--- src/rtl/scan_pkg.sv ---
package scan_pkg;
  localparam int SEG_W = 7;

  // bit 0 = a ... bit 6 = g, active high; 10..15 blank
  function automatic logic [SEG_W-1:0] bcd_to_seg(input logic [3:0] v);
    logic [SEG_W-1:0] s;
    case (v)
      4'd0:    s = 7'h3F;
      4'd1:    s = 7'h06;
      4'd2:    s = 7'h5B;
      4'd3:    s = 7'h4F;
      4'd4:    s = 7'h66;
      4'd5:    s = 7'h6D;
      4'd6:    s = 7'h7D;
      4'd7:    s = 7'h07;
      4'd8:    s = 7'h7F;
      4'd9:    s = 7'h6F;
      default: s = 7'h00;
    endcase
    return s;
  endfunction
endpackage

--- src/rtl/scan_hold_latch.sv ---
module scan_hold_latch #(
  parameter int W = 16
) (
  input  logic         clk_i,
  input  logic         rst_ni,
  input  logic         le_i,
  input  logic [W-1:0] d_i,
  output logic [W-1:0] q_o
);
  logic [W-1:0] hold_q;
  logic         past_vld_q;

  always_ff @(posedge clk_i or negedge rst_ni) begin
    if (!rst_ni) begin
      hold_q     <= '0;
      past_vld_q <= 1'b0;
    end else begin
      past_vld_q <= 1'b1;
      if (le_i) hold_q <= d_i;
    end
  end

  // flow-through while enabled
  assign q_o = le_i ? d_i : hold_q;

  AST_LATCH_HOLD: assert property (@(posedge clk_i) disable iff (!rst_ni)
    (past_vld_q && !$past(le_i)) |-> (hold_q == $past(hold_q)));
  AST_LATCH_FOLLOW: assert property (@(posedge clk_i) disable iff (!rst_ni)
    (past_vld_q && $past(le_i)) |-> (hold_q == $past(d_i)));
endmodule

--- src/rtl/scan_timer.sv ---
module scan_timer #(
  parameter int DIV      = 8,
  parameter int N        = 4,
  localparam int CNT_W   = (DIV > 1) ? $clog2(DIV) : 1,
  localparam int IDX_W   = (N > 1) ? $clog2(N) : 1
) (
  input  logic             clk_i,
  input  logic             rst_ni,
  output logic [IDX_W-1:0] idx_o,
  output logic             blank_o
);
  logic [CNT_W-1:0] cnt_q;
  logic [IDX_W-1:0] idx_q;
  logic             wrap;

  assign wrap = (cnt_q == CNT_W'(DIV - 1));

  always_ff @(posedge clk_i or negedge rst_ni) begin
    if (!rst_ni) begin
      cnt_q <= '0;
      idx_q <= '0;
    end else if (wrap) begin
      cnt_q <= '0;
      idx_q <= (idx_q == IDX_W'(N - 1)) ? '0 : idx_q + 1'b1;
    end else begin
      cnt_q <= cnt_q + 1'b1;
    end
  end

  assign idx_o   = idx_q;
  assign blank_o = (cnt_q == '0);

  AST_SWITCH_BLANK: assert property (@(posedge clk_i) disable iff (!rst_ni)
    (idx_q != $past(idx_q)) |-> blank_o);
  AST_SLOT_ORDER: assert property (@(posedge clk_i) disable iff (!rst_ni)
    (idx_q != $past(idx_q)) |->
      (idx_q == (($past(idx_q) == IDX_W'(N - 1)) ? '0 : $past(idx_q) + 1'b1)));
endmodule

--- src/rtl/seg_drive.sv ---
module seg_drive
  import scan_pkg::*;
#(
  parameter int N       = 4,
  parameter int DW      = 4,
  localparam int IDX_W  = (N > 1) ? $clog2(N) : 1
) (
  input  logic             clk_i,
  input  logic             rst_ni,
  input  logic [N*DW-1:0]  digits_i,
  input  logic [IDX_W-1:0] idx_i,
  input  logic             blank_i,
  output logic [SEG_W-1:0] seg_o,
  output logic [N-1:0]     dig_o
);
  logic [DW-1:0] dig_arr [N];
  logic [DW-1:0] cur;

  for (genvar k = 0; k < N; k++) begin : g_split
    assign dig_arr[k] = digits_i[k*DW +: DW];
  end

  assign cur   = dig_arr[idx_i];
  assign dig_o = blank_i ? '0 : (N'(1) << idx_i);
  assign seg_o = blank_i ? '0 : bcd_to_seg(4'(cur));

  AST_STROBE_ONEHOT0: assert property (@(posedge clk_i) disable iff (!rst_ni)
    $onehot0(dig_o));
  AST_BAD_CODE_DARK: assert property (@(posedge clk_i) disable iff (!rst_ni)
    ((dig_o != '0) && (cur > DW'(9))) |-> (seg_o == '0));
endmodule

--- src/rtl/seg_scan_top.sv ---
module seg_scan_top
  import scan_pkg::*;
#(
  parameter int NUM_DIGITS = 4,
  parameter int BCD_W      = 4,
  parameter int CLK_HZ     = 250_000_000,
  parameter int SCAN_HZ    = 1000,
  localparam int DIV       = CLK_HZ / SCAN_HZ,
  localparam int SRC_W     = NUM_DIGITS * BCD_W,
  localparam int IDX_W     = (NUM_DIGITS > 1) ? $clog2(NUM_DIGITS) : 1
) (
  input  logic                  clk_i,
  input  logic                  rst_ni,
  input  logic [SRC_W-1:0]      cnt_digits_i,
  input  logic                  latch_en_i,
  input  logic                  show_live_i,
  output logic [SEG_W-1:0]      seg_o,
  output logic [NUM_DIGITS-1:0] dig_o
);
  logic [SRC_W-1:0] latched;
  logic [SRC_W-1:0] src;
  logic [IDX_W-1:0] idx;
  logic             blank;

  scan_hold_latch #(.W(SRC_W)) u_latch (
    .clk_i (clk_i),
    .rst_ni(rst_ni),
    .le_i  (latch_en_i),
    .d_i   (cnt_digits_i),
    .q_o   (latched)
  );

  assign src = show_live_i ? cnt_digits_i : latched;

  scan_timer #(.DIV(DIV), .N(NUM_DIGITS)) u_timer (
    .clk_i  (clk_i),
    .rst_ni (rst_ni),
    .idx_o  (idx),
    .blank_o(blank)
  );

  seg_drive #(.N(NUM_DIGITS), .DW(BCD_W)) u_drive (
    .clk_i   (clk_i),
    .rst_ni  (rst_ni),
    .digits_i(src),
    .idx_i   (idx),
    .blank_i (blank),
    .seg_o   (seg_o),
    .dig_o   (dig_o)
  );

  AST_RESET_DARK: assert property (@(posedge clk_i)
    !rst_ni |-> (dig_o == '0 && seg_o == '0));
endmodule

--- config.mk ---
export PLATFORM = sky130hd
export DESIGN_NAME = seg_scan_top
export DESIGN_NICKNAME = d
export VERILOG_FILES = /design/src/rtl/scan_pkg.sv /design/src/rtl/scan_hold_latch.sv /design/src/rtl/scan_timer.sv /design/src/rtl/seg_drive.sv /design/src/rtl/seg_scan_top.sv
export SDC_FILE = /design/constraint.sdc
export NUM_CORES = 1
export LEC_CHECK = 0
export ABC_CLOCK_PERIOD_IN_PS = 2700
export BUFFER_PORTS_ARGS = -buffer_cell sky130_fd_sc_hd__buf_2
export CORE_ASPECT_RATIO = 0.9
export CORE_MARGIN = 2
export CORE_UTILIZATION = 55
export DETAILED_ROUTE_END_ITERATION = 8
export HOLD_SLACK_MARGIN = 0.06
export PLACE_DENSITY_LB_ADDON = 0.05
export SLEW_MARGIN = 20
export SYNTH_ARGS = -nofsm -noshare
export SYNTH_HDL_FRONTEND = slang
export SYNTH_HIERARCHICAL = 1
export SYNTH_SLANG_ARGS = --single-unit
--- constraint.sdc ---
create_clock -name clk_i -period 2.7 [get_ports clk_i]
set_input_delay 0 -clock clk_i [delete_from_list [all_inputs] [get_ports clk_i]]
set_output_delay 0 -clock clk_i [all_outputs]
set_load 0.02 [all_outputs]
======== Word-level counts from Yosys, hierarchy flattened ========
Memories as Yosys holds them, arrays and structs flattened.
Cells that the tools add are included.
operators by class
  shift operators ......................... 1
  multiplexer cells ....................... 9
  magnitude comparators ................... 1
  bitwise gates (word level) .............. 1
  multiply operators ...................... 0
  add/sub/neg operators ................... 2
  divide/modulo/power cells ............... 0
  eq/ne operators ......................... 2
  reductions and logical operators ........ 1
operators with widths
  cell                                                                number
  16-bit 2-to-1 mux                                                   2
  18-bit by 1-bit adder with 18-bit output (second input constant)    1
  18-bit equality test (second input constant)                        1
  18-bit zero test                                                    1
  18-bit 2-to-1 mux                                                   1
  4-bit 2-to-1 mux                                                    3
  4-bit binary-select mux with 2-bit select                           1
  7-bit 2-to-1 mux                                                    1
  1-bit by 2-bit left shift with 4-bit output (first input constant)  1
  3-bit >= comparator (second input constant)                         1
  2-bit NOT with 3-bit output                                         1
  2-bit by 1-bit adder with 2-bit output (second input constant)      1
  2-bit equality test (second input constant)                         1
  2-bit 2-to-1 mux                                                    1
storage, ports and cells
  memories kept ........................... 1
  logic and storage cells ................. 21
  input port bits ......................... 20
  RAM bits ................................ 0
  bits in read-only memories .............. 112
  register bits after elaboration ......... 36
  latch bits .............................. 0
  output and inout bits ................... 11
memories
  memory           depth  width  rd ports  clocked after Yosys merged registers in  wr ports  RTL line       text
  (no name shown)  16     7      1         0                                        0         scan_pkg.sv:7  case (v)

======== Depth between registers and ports, before layout ========
Gate-level depths: netlist (run 1).
An unclocked memory read counts as a cell.
  word-level depth ........................ 7
  depth in mapped cells ................... 11
  gate-level depth less buffers ........... 9

======== Hierarchy ========
The synthesis (run 1) kept the hierarchy.
by module, submodules not included
  module           times used  cells each  area an instance (sq um)  sequential area each (sq um)
  scan_timer       1           98          1021.0                    500.5
  scan_hold_latch  1           34          649.4                     400.4
  seg_drive        1           44          374.1                     0.0
  seg_scan_top     1           18          249.0                     0.0

======== Worst setup path after synthesis (run 1) ========
OpenSTA, ideal clock, no wires.
  path kind ............................... register -> output
  from .................................... register u_latch.hold_q[4]
  to ...................................... output port seg_o[5]
  required time ........................... 2.700 ns
  arrival time ............................ 2.242 ns
  stages on the path, launching flop included .. 6
  slack ................................... 0.458 ns
  buffers on the path ..................... 0
  cell sequence ........................... dfrtp_1 -> mux2_4 -> mux2_4 -> mux4_1 -> ha_1 -> o31ai_1
between the ends
  cells in the longest elaborated chain, start to end .. 7
RTL lines
  element                                              RTL line               text
  from (decl)                                          scan_hold_latch.sv:10  logic [W-1:0] hold_q;
  from (signal assigned)                               scan_hold_latch.sv:19  if (le_i) hold_q <= d_i;
  16-bit 2-to-1 mux                                    n/a
  via latched[4]                                       seg_scan_top.sv:20     logic [SRC_W-1:0] latched;
  16-bit 2-to-1 mux                                    seg_scan_top.sv:33     assign src = show_live_i ? cnt_digits_i : latched;
  via src[4]                                           seg_scan_top.sv:21     logic [SRC_W-1:0] src;
  4-bit binary-select mux with 2-bit select            seg_drive.sv:23        assign cur = dig_arr[idx_i];
  4-bit 2-to-1 mux (not written as such) (2 in a row)  seg_drive.sv:23
  memory 16 x 7 bit                                    n/a
  7-bit 2-to-1 mux                                     seg_drive.sv:25        assign seg_o = blank_i ? '0 : bcd_to_seg(4'(cur));
  to (decl)                                            seg_scan_top.sv:17     output logic [SEG_W-1:0] seg_o,
The timed path passes the listed nets, and every way through them passes these cells. The select of a mux whose other input is x is not followed.

======== Worst setup path in the final report (run 1) ========
  from .................................... input port cnt_digits_i[0]
  to ...................................... output port seg_o[1]
between the ends
  cells in the longest elaborated chain, start to end .. 7
RTL lines
  element                                              RTL line            text
  from (decl)                                          seg_scan_top.sv:14  input logic [SRC_W-1:0] cnt_digits_i,
  16-bit 2-to-1 mux                                    n/a
  via latched[0]                                       seg_scan_top.sv:20
  16-bit 2-to-1 mux                                    seg_scan_top.sv:33
  via src[0]                                           seg_scan_top.sv:21
  4-bit binary-select mux with 2-bit select            seg_drive.sv:23
  4-bit 2-to-1 mux (not written as such) (2 in a row)  seg_drive.sv:23
  memory 16 x 7 bit                                    n/a
  7-bit 2-to-1 mux                                     seg_drive.sv:25
The timed path passes the listed nets, and every way through them passes these cells. The select of a mux whose other input is x is not followed.

==> out/qor.yml, run 1 <==
power:
  power.density_nw_per_um2: 443
  ir_drop_mv: 0.356
  clock_power_share: 0.306
  p_seq_frac: 0.480
  p_sw_mw: 0.315
  p_int_mw: 0.873
  p_leak_nw: 1.25
  swShare: 0.265
  combinationalPowerShare: 0.215
  finalPower_mw: 1.19
synth:
  ys_async_sr_fraction: 1.00
  synthCells: 194
  ys_warn_count: 6
  ys.flop_type: "dfrtp_1"
  syn-cell-area_um2: 2290
  syn_avg_cell_area_um2: 11.8
  ys_seq_area_frac: 0.393
  ys_ff_latch: 36
  synth_edf_count: 0
  syn_nets: 222
  ys_types: 43
critical_path:
  reg2reg_to: "u_timer/idx_o[0]"
  worstRegToRegCells: 4
  r2r_slack_ns: 0.72
  endpoint_kind: "output pin"
  path_max_fanout: 4
  arrival_ns: 2.58
  cp-start-kind: "input pin"
  required_ns: 2.70
  r2r-start: "u_timer/cnt_q[4]"
  path_class: "in2out"
timing:
  timing.final.crit_share: 0.956
  clock_skew_ns: 0.00665
  fin_tns_setup_ns: 0
  rsz0062_at_grt: "false"
  hold_violations: 0
  period_minus_slack_ns: 2.58
  tightest_slew_ns: 0.813
  report.final.slew_viol_count: 0
  max_slew_margin: 0.458
  finalSetupViolCount: 0
  timing.fmax_mhz: 388
cells_and_area:
  diodes: 0
  seq_area_um2: 901
  nets: 270
  multi_input_area_um2: 1260
  layout_commonest_cell: "dfrtp_1"
  syn_to_final_growth_pct: 16.9
  stdcell_count: 290
  n_fill_cell: 314
  drive_gt1_frac: 0.351
  layout_common_cells: "dfrtp_1 (36), buf_2 (30), mux2_4 (20), nor2_1 (18), dlygate4sd3_1 (17)"
place:
  placed_cells: 264
  io_buffers: 30
  hpwl_um: 3180
  gp_congestion: 0.897
clocking:
  cts_tree: "yes"
  clk_pin_slew_ns: 0.07
  cts_made_buffers: 5
  cts_max_level: 2
  cts_buffer_depth: 2
  clk_latency_ns: 0.29
  cts_num_sinks: 36
  root_buffer: "clkbuf_8"
worst_hold_path:
  worstHoldStart: "latch_en_i"
  min_path_type: "in2reg"
  whs_path_depth: 2
  min_to: "u_latch/hold_q[5]"
global_route:
  grt_antenna_before_repair: 0
  gr-total-overflow: 0
  grt_pass1_wl_um: 7890
  grt_max_degree: 37
  grt_pass1_vias: 1671
  grt_usage: 0.218
detailed_routing:
  drtPass1Iterations: 4
  routed_wl_um: 4530
  num_vias: 1623
  antenna_left: 0
  post_drt_wl_per_cell_um: 15.6
  drc: 0
  first_iter_violations: 80
  vias_per_cell: 5.60
floorplanning:
  dieArea_um2: 4700
  die_w_um: 72.1
  start_util: 0.567
  dieHeight_um: 65.3
  rows: 22
  ioPinCount: 31
  core-area_um2: 4050
job:
  cap_violations: 0
run_status:
  outcome: "finished clean"
power groups by stage:
stage | combinational [mW] | sequential [mW] | clock, mW
after floorplan | 0.177 | 0.577 | 0
after global placement | 0.225 | 0.579 | 0
after detailed placement | 0.233 | 0.580 | 0
after CTS | 0.253 | 0.570 | 0.381
after global routing | 0.279 | 0.572 | 0.399
final | 0.255 | 0.570 | 0.363
cell families (layout without fill, tap and decap cells):
| kind of cell | Yosys count | count (layout) | share of synthesized area |
|---|---|---|---|
| buf+inv | 19 | 67 | 0.0573 |
| simple gates | 63 | 63 | 0.163 |
| flops | 36 | 36 | 0.393 |
| compound gates | 13 | 13 | 0.0371 |
| fa+ha+maj | 8 | 8 | 0.0436 |
| xor+xnor | 16 | 16 | 0.0611 |
| mux | 39 | 39 | 0.245 |
through the flow:
step                      utilization  worst slack [ns]  hold WS (ns)  instance area (um2)
final                           0.662             0.120         0.265                 2680
after global routing            0.662           0.00279         0.278                 2680
after floorplan                     -             0.458        -0.296                 2290
after global placement          0.598             0.311         0.118                 2420
after detailed placement        0.598             0.191         0.160                 2420
after CTS                       0.660            0.0325         0.258                 2670
registers in the layout, summed over array words and instances (netlist names):
| signal | count |
|---|---|
| u_timer/cnt_q | 18 |
| u_timer/idx_o | 2 |
| u_latch/hold_q | 16 |
Yosys cell counts (3+ instances only):
cell type,instances,share of area
ha_1,8,0.044
mux4_2,3,0.029
inv_1,9,0.015
nor2_2,3,0.0082
nor4_1,4,0.011
nand4_1,7,0.019
mux2_2,12,0.059
xnor2_1,9,0.034
nor2_1,18,0.029
nand2_1,5,0.0082
clkbuf_1,3,0.0049
o31ai_1,3,0.0098
buf_6,3,0.015
a21oi_1,4,0.0087
nor3_1,4,0.0087
nand3_1,8,0.017
dfrtp_1,36,0.39
mux2_4,20,0.13
xor2_1,7,0.027
layer usage:
metal,global-route usage,vias to the layer above,share of wire
met5,0,-,0
met4,0.0708,0,0.013
met3,0.0460,7,0.042
met2,0.346,42,0.46
met1,0.298,791,0.49
li1,-,783,-
worst max-delay path by stage:
stage	to	start	cells past startpoint
2_1_floorplan	seg_o[5]	u_latch/hold_q[4]	5
3_3_place_gp	seg_o[1]	latch_en_i	10
3_5_place_dp	seg_o[1]	latch_en_i	10
4_1_cts	seg_o[1]	u_latch/hold_q[4]	9
5_1_grt	seg_o[1]	cnt_digits_i[0]	11
6_report	seg_o[1]	cnt_digits_i[0]	11
critical path, stage by stage:
cell and delay [ns]:
dlygate4sd3_1 0.55, buf_2 0.13, mux2_2 0.27, mux2_2 0.26, mux4_2 0.52, inv_1 0.14
ha_1 0.26, a21oi_1 0.14, a21oi_1 0.06, nor2_1 0.09, buf_2 0.17
what timing repair did:
action                     in CTS  in global routing
buffers inserted                0                  2
setup endpoints to repair       0                  3
hold buffers                   17                  0
resized for setup               0                  1
hold endpoints to repair       52                  0
layout make-up:
type	instances	area share
well taps	48	0.0224
flip-flops and latches	36	0.336
multi-input cells	139	0.469
clock inverters	1	0.00187
repair buffers	51	0.131
inverters	9	0.0126
clock buffers	6	0.0271
(Power assumes the default switching activity.)
==> run 2, diff against run 1 <==
--- a/config.mk
+++ b/config.mk
@@ -12,6 +12,7 @@
 export CORE_UTILIZATION = 55
 export DETAILED_ROUTE_END_ITERATION = 8
 export HOLD_SLACK_MARGIN = 0.06
+export MAX_ROUTING_LAYER = met4
 export PLACE_DENSITY_LB_ADDON = 0.05
 export SLEW_MARGIN = 20
 export SYNTH_ARGS = -nofsm -noshare
==> run 2 against run 1 <==
Against the previous run: combinational power is essentially flat; worst hold slack barely moved; critical path depth did not move; critical endpoint unchanged.
==> out/qor.yml, run 2 (same netlist as run 1, synthesis figures left out) <==
run_status:
  outcome: "finished clean"
place:
  hpwl_um: 3180  # unchanged
  placed_cells: 264  # unchanged
  gp_congestion: 0.912  # +1.7%
  io_buffers: 30  # unchanged
critical_path:
  r2r_slack_ns: 0.72  # about the same
  endpoint_kind: "output pin"
  crit_path_top_delay_cell: "dlygate4sd3_1"
  r2r-start: "u_timer/cnt_q[4]"
  reg2reg_to: "u_timer/idx_o[0]"
  crit_chain: "dlygate4sd3_1 > buf_2 > mux2_2 > mux2_2 > mux4_2 > inv_1 > ha_1 > a21oi_1 > a21oi_1 > nor2_1 > buf_2"
  cp-start-kind: "input pin"
  path_max_fanout: 4  # unchanged
  timing.critical_path.buf_inv: 4  # unchanged
  critPathMaxStageDelay_ns: 0.55  # about the same
  path_class: "in2out"
  path_delay_family: "multiplexers"
  required_ns: 2.70  # about the same
  arrival_ns: 2.58  # about the same
  worstRegToRegCells: 4  # unchanged
cells_and_area:
  diodes: 0  # unchanged
  n_fill_cell: 314  # unchanged
  multi_input_area_um2: 1260  # unchanged
  layout_commonest_cell: "dfrtp_1"
  syn_to_final_growth_pct: 16.9  # unchanged
  largest_reg_flops: 18  # unchanged
  layout_common_cells: "dfrtp_1 (36), buf_2 (30), mux2_4 (20), nor2_1 (18), dlygate4sd3_1 (17)"
  drive_gt1_frac: 0.351  # unchanged
  seq_area_um2: 901  # unchanged
  regMostFlops: "u_timer/cnt_q"
  nets: 270  # unchanged
  post-route-util: 0.662  # unchanged
  stdcell_count: 290  # unchanged
timing:
  timing.fmax_mhz: 388  # about the same
  rsz0062_at_grt: "false"
  max_slew_margin: 0.458  # about the same
  report.final.slew_viol_count: 0  # unchanged
  period_minus_slack_ns: 2.58  # +0.0000260 ns
  timing.final.crit_share: 0.956  # about the same
  finalSetupViolCount: 0  # unchanged
  clock_skew_ns: 0.00667  # +0.0000186 ns
  hold_violations: 0  # unchanged
  fin_tns_setup_ns: 0  # unchanged
  tightest_slew_ns: 0.813  # -0.0000973 ns
global_route:
  grt_pass1_wl_um: 7880  # about the same
  busiest_layer: "met2"
  grt_max_degree: 37  # unchanged
  grt_usage: 0.224  # +0.00598
  grt_antenna_before_repair: 0  # unchanged
  grt_pass1_vias: 1672  # +0.060%
  use_met3: 0.0460  # unchanged
  gr-total-overflow: 0  # unchanged
  gr-usage-met2: 0.346  # unchanged
  use_met1: 0.298  # unchanged
floorplanning:
  dieHeight_um: 65.3  # unchanged
  start_util: 0.567  # unchanged
  die_w_um: 72.1  # unchanged
  core-area_um2: 4050  # unchanged
  ioPinCount: 31  # unchanged
  dieArea_um2: 4700  # unchanged
  rows: 22  # unchanged
power:
  p_sw_mw: 0.315  # about the same
  power.density_nw_per_um2: 443  # unchanged
  swShare: 0.265  # about the same
  p_int_mw: 0.873  # unchanged
  ir_drop_mv: 0.356  # about the same
  combinationalPowerShare: 0.215  # about the same
  p_seq_frac: 0.480  # about the same
  finalPower_mw: 1.19  # unchanged
  clock_power_share: 0.306  # about the same
  p_leak_nw: 1.25  # unchanged
worst_hold_path:
  whs_path_depth: 2  # unchanged
  min_path_type: "in2reg"
  min_to: "u_latch/hold_q[5]"
  worstHoldStart: "latch_en_i"
clocking:
  cts_num_sinks: 36  # unchanged
  cts_tree: "yes"
  clk_pin_slew_ns: 0.07  # about the same
  clk_latency_ns: 0.29  # about the same
  cts_made_buffers: 5  # unchanged
  root_buffer: "clkbuf_8"
  cts_max_level: 2  # unchanged
  cts_buffer_depth: 2  # unchanged
job:
  cap_violations: 0  # unchanged
detailed_routing:
  post_drt_wl_per_cell_um: 15.6  # about the same
  first_iter_violations: 80  # unchanged
  vias_per_cell: 5.60  # unchanged
  antenna_left: 0  # unchanged
  routed_wl_um: 4530  # about the same
  num_vias: 1623  # unchanged
  drc: 0  # unchanged
  drtPass1Iterations: 4  # unchanged
-- run 2: cell counts in the layout (fill, tap and decap cells not counted) --
Identical to the previous run, type by type.
-- run 2: worst max path at each step --
stage	start	endpoint	slack, ns	cells after the start
2_1_floorplan	u_latch/hold_q[4]	seg_o[5]	0.46	5
3_3_place_gp	latch_en_i	seg_o[1]	0.31	10
3_5_place_dp	latch_en_i	seg_o[1]	0.19	10
4_1_cts	u_latch/hold_q[4]	seg_o[1]	0.03	9
5_1_grt	cnt_digits_i[0]	seg_o[1]	0.003	11
6_report	cnt_digits_i[0]	seg_o[1]	0.12	11
-- run 2: repair_timing --
item / 4_1_cts / 5_1_grt
resized for setup: 0 / 1
endpoints found under the setup margin: 0 / 3
hold buffers: 17 / 0
endpoints found under the hold margin: 52 / 0
setup buffers: 0 / 2
-- run 2: power groups by stage --
stage / clock network, mW / logic [mW] / registers, mW
5_1_grt: 0.399 / 0.279 / 0.572
2_1_floorplan: 0 / 0.177 / 0.577
4_1_cts: 0.381 / 0.253 / 0.570
3_3_place_gp: 0 / 0.225 / 0.579
3_5_place_dp: 0 / 0.233 / 0.580
6_report: 0.363 / 0.255 / 0.570
-- run 2: stage by stage --
stage	area [um2]	setup slack (ns)	hold slack (ns)
5_1_grt	2680	0.00279	0.278
4_1_cts	2670	0.0325	0.258
6_report	2680	0.120	0.265
3_5_place_dp	2420	0.191	0.160
2_1_floorplan	2290	0.458	-0.296
3_3_place_gp	2420	0.311	0.118
-- run 2: cell type report --
type,instances,share of cell area
clock buffers,6,0.0271
clock inverters,1,0.00187
inverters,9,0.0126
multi-input cells,139,0.469
flip-flops and latches,36,0.336
well taps,48,0.0224
repair buffers,51,0.131
-- run 2: per-layer routing --
| layer | vias to the layer above | part of all wire |
|---|---|---|
| li1 | 783 | - |
| met1 | 791 | 0.49 |
| met2 | 42 | 0.46 |
| met3 | 7 | 0.043 |
| met4 | 0 | 0.012 |
| met5 | - | 0 |
==> run 3, diff against run 2 <==
--- a/config.mk
+++ b/config.mk
@@ -5,7 +5,7 @@
 export SDC_FILE = /design/constraint.sdc
 export NUM_CORES = 1
 export LEC_CHECK = 0
-export ABC_CLOCK_PERIOD_IN_PS = 2700
+export ABC_CLOCK_PERIOD_IN_PS = 2800
 export BUFFER_PORTS_ARGS = -buffer_cell sky130_fd_sc_hd__buf_2
 export CORE_ASPECT_RATIO = 0.9
 export CORE_MARGIN = 2
==> constraint.sdc (replaced) <==
create_clock -name clk_i -period 2.8 [get_ports clk_i]
set_input_delay 0 -clock clk_i [delete_from_list [all_inputs] [get_ports clk_i]]
set_output_delay 0 -clock clk_i [all_outputs]
set_load 0.02 [all_outputs]
==> run 3 against run 2 <==
Against the previous run: flip-flop and latch count unchanged; combinational power decreased by 5%; critical path depth decreased by 2; clock skew increased by 0.00093 ns; total power decreased by 3.9%; sequential share of layout area increased by 0.14 points; via count increased by 0.49%; setup slack improved by 0.015 ns; first-iteration DRC count increased by 15%; global-route usage unchanged; critical path type is now reg2out; critical endpoint unchanged; largest power group unchanged.
==> out/qor.yml, run 3 (same netlist as run 1, synthesis figures left out) <==
run_status:
  outcome: "finished clean"
cells_and_area:
  layout_commonest_cell: "dfrtp_1"
  nets: 268  # -0.74%
  post-route-util: 0.660  # -0.00278
  largest_reg_flops: 18  # unchanged
  regMostFlops: "u_timer/cnt_q"
  stdcell_count: 288  # -0.69%
  syn_to_final_growth_pct: 16.4
  drive_gt1_frac: 0.342  # -0.00957
  n_fill_cell: 316  # +0.64%
  diodes: 0  # unchanged
  layout_common_cells: "dfrtp_1 (36), buf_2 (30), mux2_4 (20), nor2_1 (18), dlygate4sd3_1 (17)"
clocking:
  cts_buffer_depth: 2  # unchanged
  cts_hold_buf: 17  # unchanged
  cts_resized: 0  # unchanged
  cts_tree: "yes"
  cts_made_buffers: 5  # unchanged
  clk_latency_ns: 0.29  # about the same
  postCtsSetupBuffers: 0  # unchanged
  clk_pin_slew_ns: 0.07  # about the same
  cts_num_sinks: 36  # unchanged
  root_buffer: "clkbuf_8"
  cts_max_level: 2  # unchanged
power:
  power.density_nw_per_um2: 428  # -3.5%
  clock_power_share: 0.307  # about the same
  combinationalPowerShare: 0.211  # -0.004
  swShare: 0.266  # +0.000571
  ir_drop_mv: 0.343  # -3.7%
  p_sw_mw: 0.303  # -3.7%
  p_int_mw: 0.839  # -4.0%
  p_seq_frac: 0.481  # about the same
  p_leak_nw: 1.25  # -0.51%
global_route:
  grt_usage: 0.224  # unchanged
  grt_pass1_wl_um: 7880  # unchanged
  grt_antenna_before_repair: 0  # unchanged
  grt_max_degree: 37  # unchanged
  gr-total-overflow: 0  # unchanged
  grt_pass1_vias: 1672  # unchanged
critical_path:
  critPathCapture: "seg_o[1]"
  r2r-start: "u_timer/cnt_q[4]"
  setup.worst_path.start: "u_latch/hold_q[4]"
  arrival_ns: 2.66  # +0.08 ns
  r2r_slack_ns: 0.84  # +0.12 ns
  reg2reg_to: "u_timer/idx_o[0]"
  endpoint_kind: "output pin"
  path_max_fanout: 4  # unchanged
  worstRegToRegCells: 4  # unchanged
  required_ns: 2.80  # +0.10 ns
  path_class: "reg2out"
  cp-start-kind: "register"
timing:
  timing.final.crit_share: 0.952
  fin_tns_setup_ns: 0  # unchanged
  tightest_slew_ns: 0.819  # +0.00583 ns
  clock_skew_ns: 0.00760  # +0.000928 ns
  finalSetupViolCount: 0  # unchanged
  report.final.slew_viol_count: 0  # unchanged
  timing.fmax_mhz: 375
  fin_ws_ns: 0.135  # +0.0154 ns
  max_slew_margin: 0.454  # -0.00389
  rsz0062_at_grt: "false"
  hold_violations: 0  # unchanged
  period_minus_slack_ns: 2.66
detailed_routing:
  drtPass1Iterations: 4  # unchanged
  vias_per_cell: 5.66  # +1.2%
  first_iter_violations: 92  # +15%
  routed_wl_um: 4530  # about the same
  antenna_left: 0  # unchanged
  num_vias: 1631  # +0.49%
  post_drt_wl_per_cell_um: 15.7  # +0.72%
  drc: 0  # unchanged
floorplanning:
  core-area_um2: 4050  # unchanged
  start_util: 0.567  # unchanged
  dieHeight_um: 65.3  # unchanged
  rows: 22  # unchanged
  ioPinCount: 31  # unchanged
  die_w_um: 72.1  # unchanged
  dieArea_um2: 4700  # unchanged
job:
  cap_violations: 0  # unchanged
place:
  placed_cells: 264  # unchanged
  preCtsSetupSlack_ns: 0.291  # +0.100 ns
  gp_congestion: 0.912  # unchanged
  hpwl_um: 3180  # unchanged
  io_buffers: 30  # unchanged
worst_hold_path:
  min_path_type: "in2reg"
==> run 3: changes by cell type in the layout (fill, tap and decap cells not counted) <==
cell    before  now
buf_4        4    2
mux4_1       0    1
mux4_2       4    3
==> run 3: power by group through the flow <==
stage               combinational [mW]  sequential, mW  clock [mW]
CTS                              0.244           0.549       0.367
global placement                 0.217           0.558           0
detailed placement               0.225           0.559           0
finish                           0.241           0.550       0.351
floorplan                        0.171           0.557           0
global route                     0.264           0.552       0.384
==> run 3: per-stage QoR <==
| stage | hold WS (ns) | instance area [um2] | power, mW |
|---|---|---|---|
| 2_1_floorplan | -0.296 | 2290 | 0.727 |
| 3_3_place_gp | 0.118 | 2420 | 0.775 |
| 3_5_place_dp | 0.160 | 2420 | 0.784 |
| 4_1_cts | 0.258 | 2670 | 1.16 |
| 5_1_grt | 0.278 | 2670 | 1.20 |
| 6_report | 0.264 | 2670 | 1.14 |
==> run 3: cell type report <==
type                       instances  area [um2]  area share
tap                               48        60.1      0.0225
timing repair buffer              49         335       0.126
clock inverter                     1        5.00     0.00188
multi-input combinational        139        1260       0.473
clock buffer                       6        72.6      0.0272
sequential                        36         901       0.338
inverter                           9        33.8      0.0127
==> run 3: worst max-delay path, cell delays in order (launching register included) <==
cell and delay (ns):
dfrtp_1 0.37, mux2_4 0.28, mux2_4 0.26, mux4_1 0.60
inv_1 0.15, ha_1 0.26, a21oi_1 0.14, a21oi_1 0.06
nor2_1 0.09, buf_2 0.17
==> run 3: per-layer routing <==
metal | GRT usage | part of all wire
met5 | - | 0
met4 | 0.0708 | 0.012
met3 | 0.0460 | 0.050
met2 | 0.346 | 0.46
met1 | 0.298 | 0.48
==> run 3: worst min path at each step <==
stage | from | endpoint | slack, ns | cells after the start
6_report | latch_en_i | u_latch/hold_q[5] | 0.26 | 2
5_1_grt | latch_en_i | u_latch/hold_q[8] | 0.28 | 2
3_3_place_gp | rst_ni | u_latch/hold_q[5] | 0.12 | 1
2_1_floorplan | rst_ni | u_latch/hold_q[0] | -0.30 | 0
4_1_cts | latch_en_i | u_latch/hold_q[8] | 0.26 | 2
3_5_place_dp | rst_ni | u_latch/hold_q[5] | 0.16 | 1
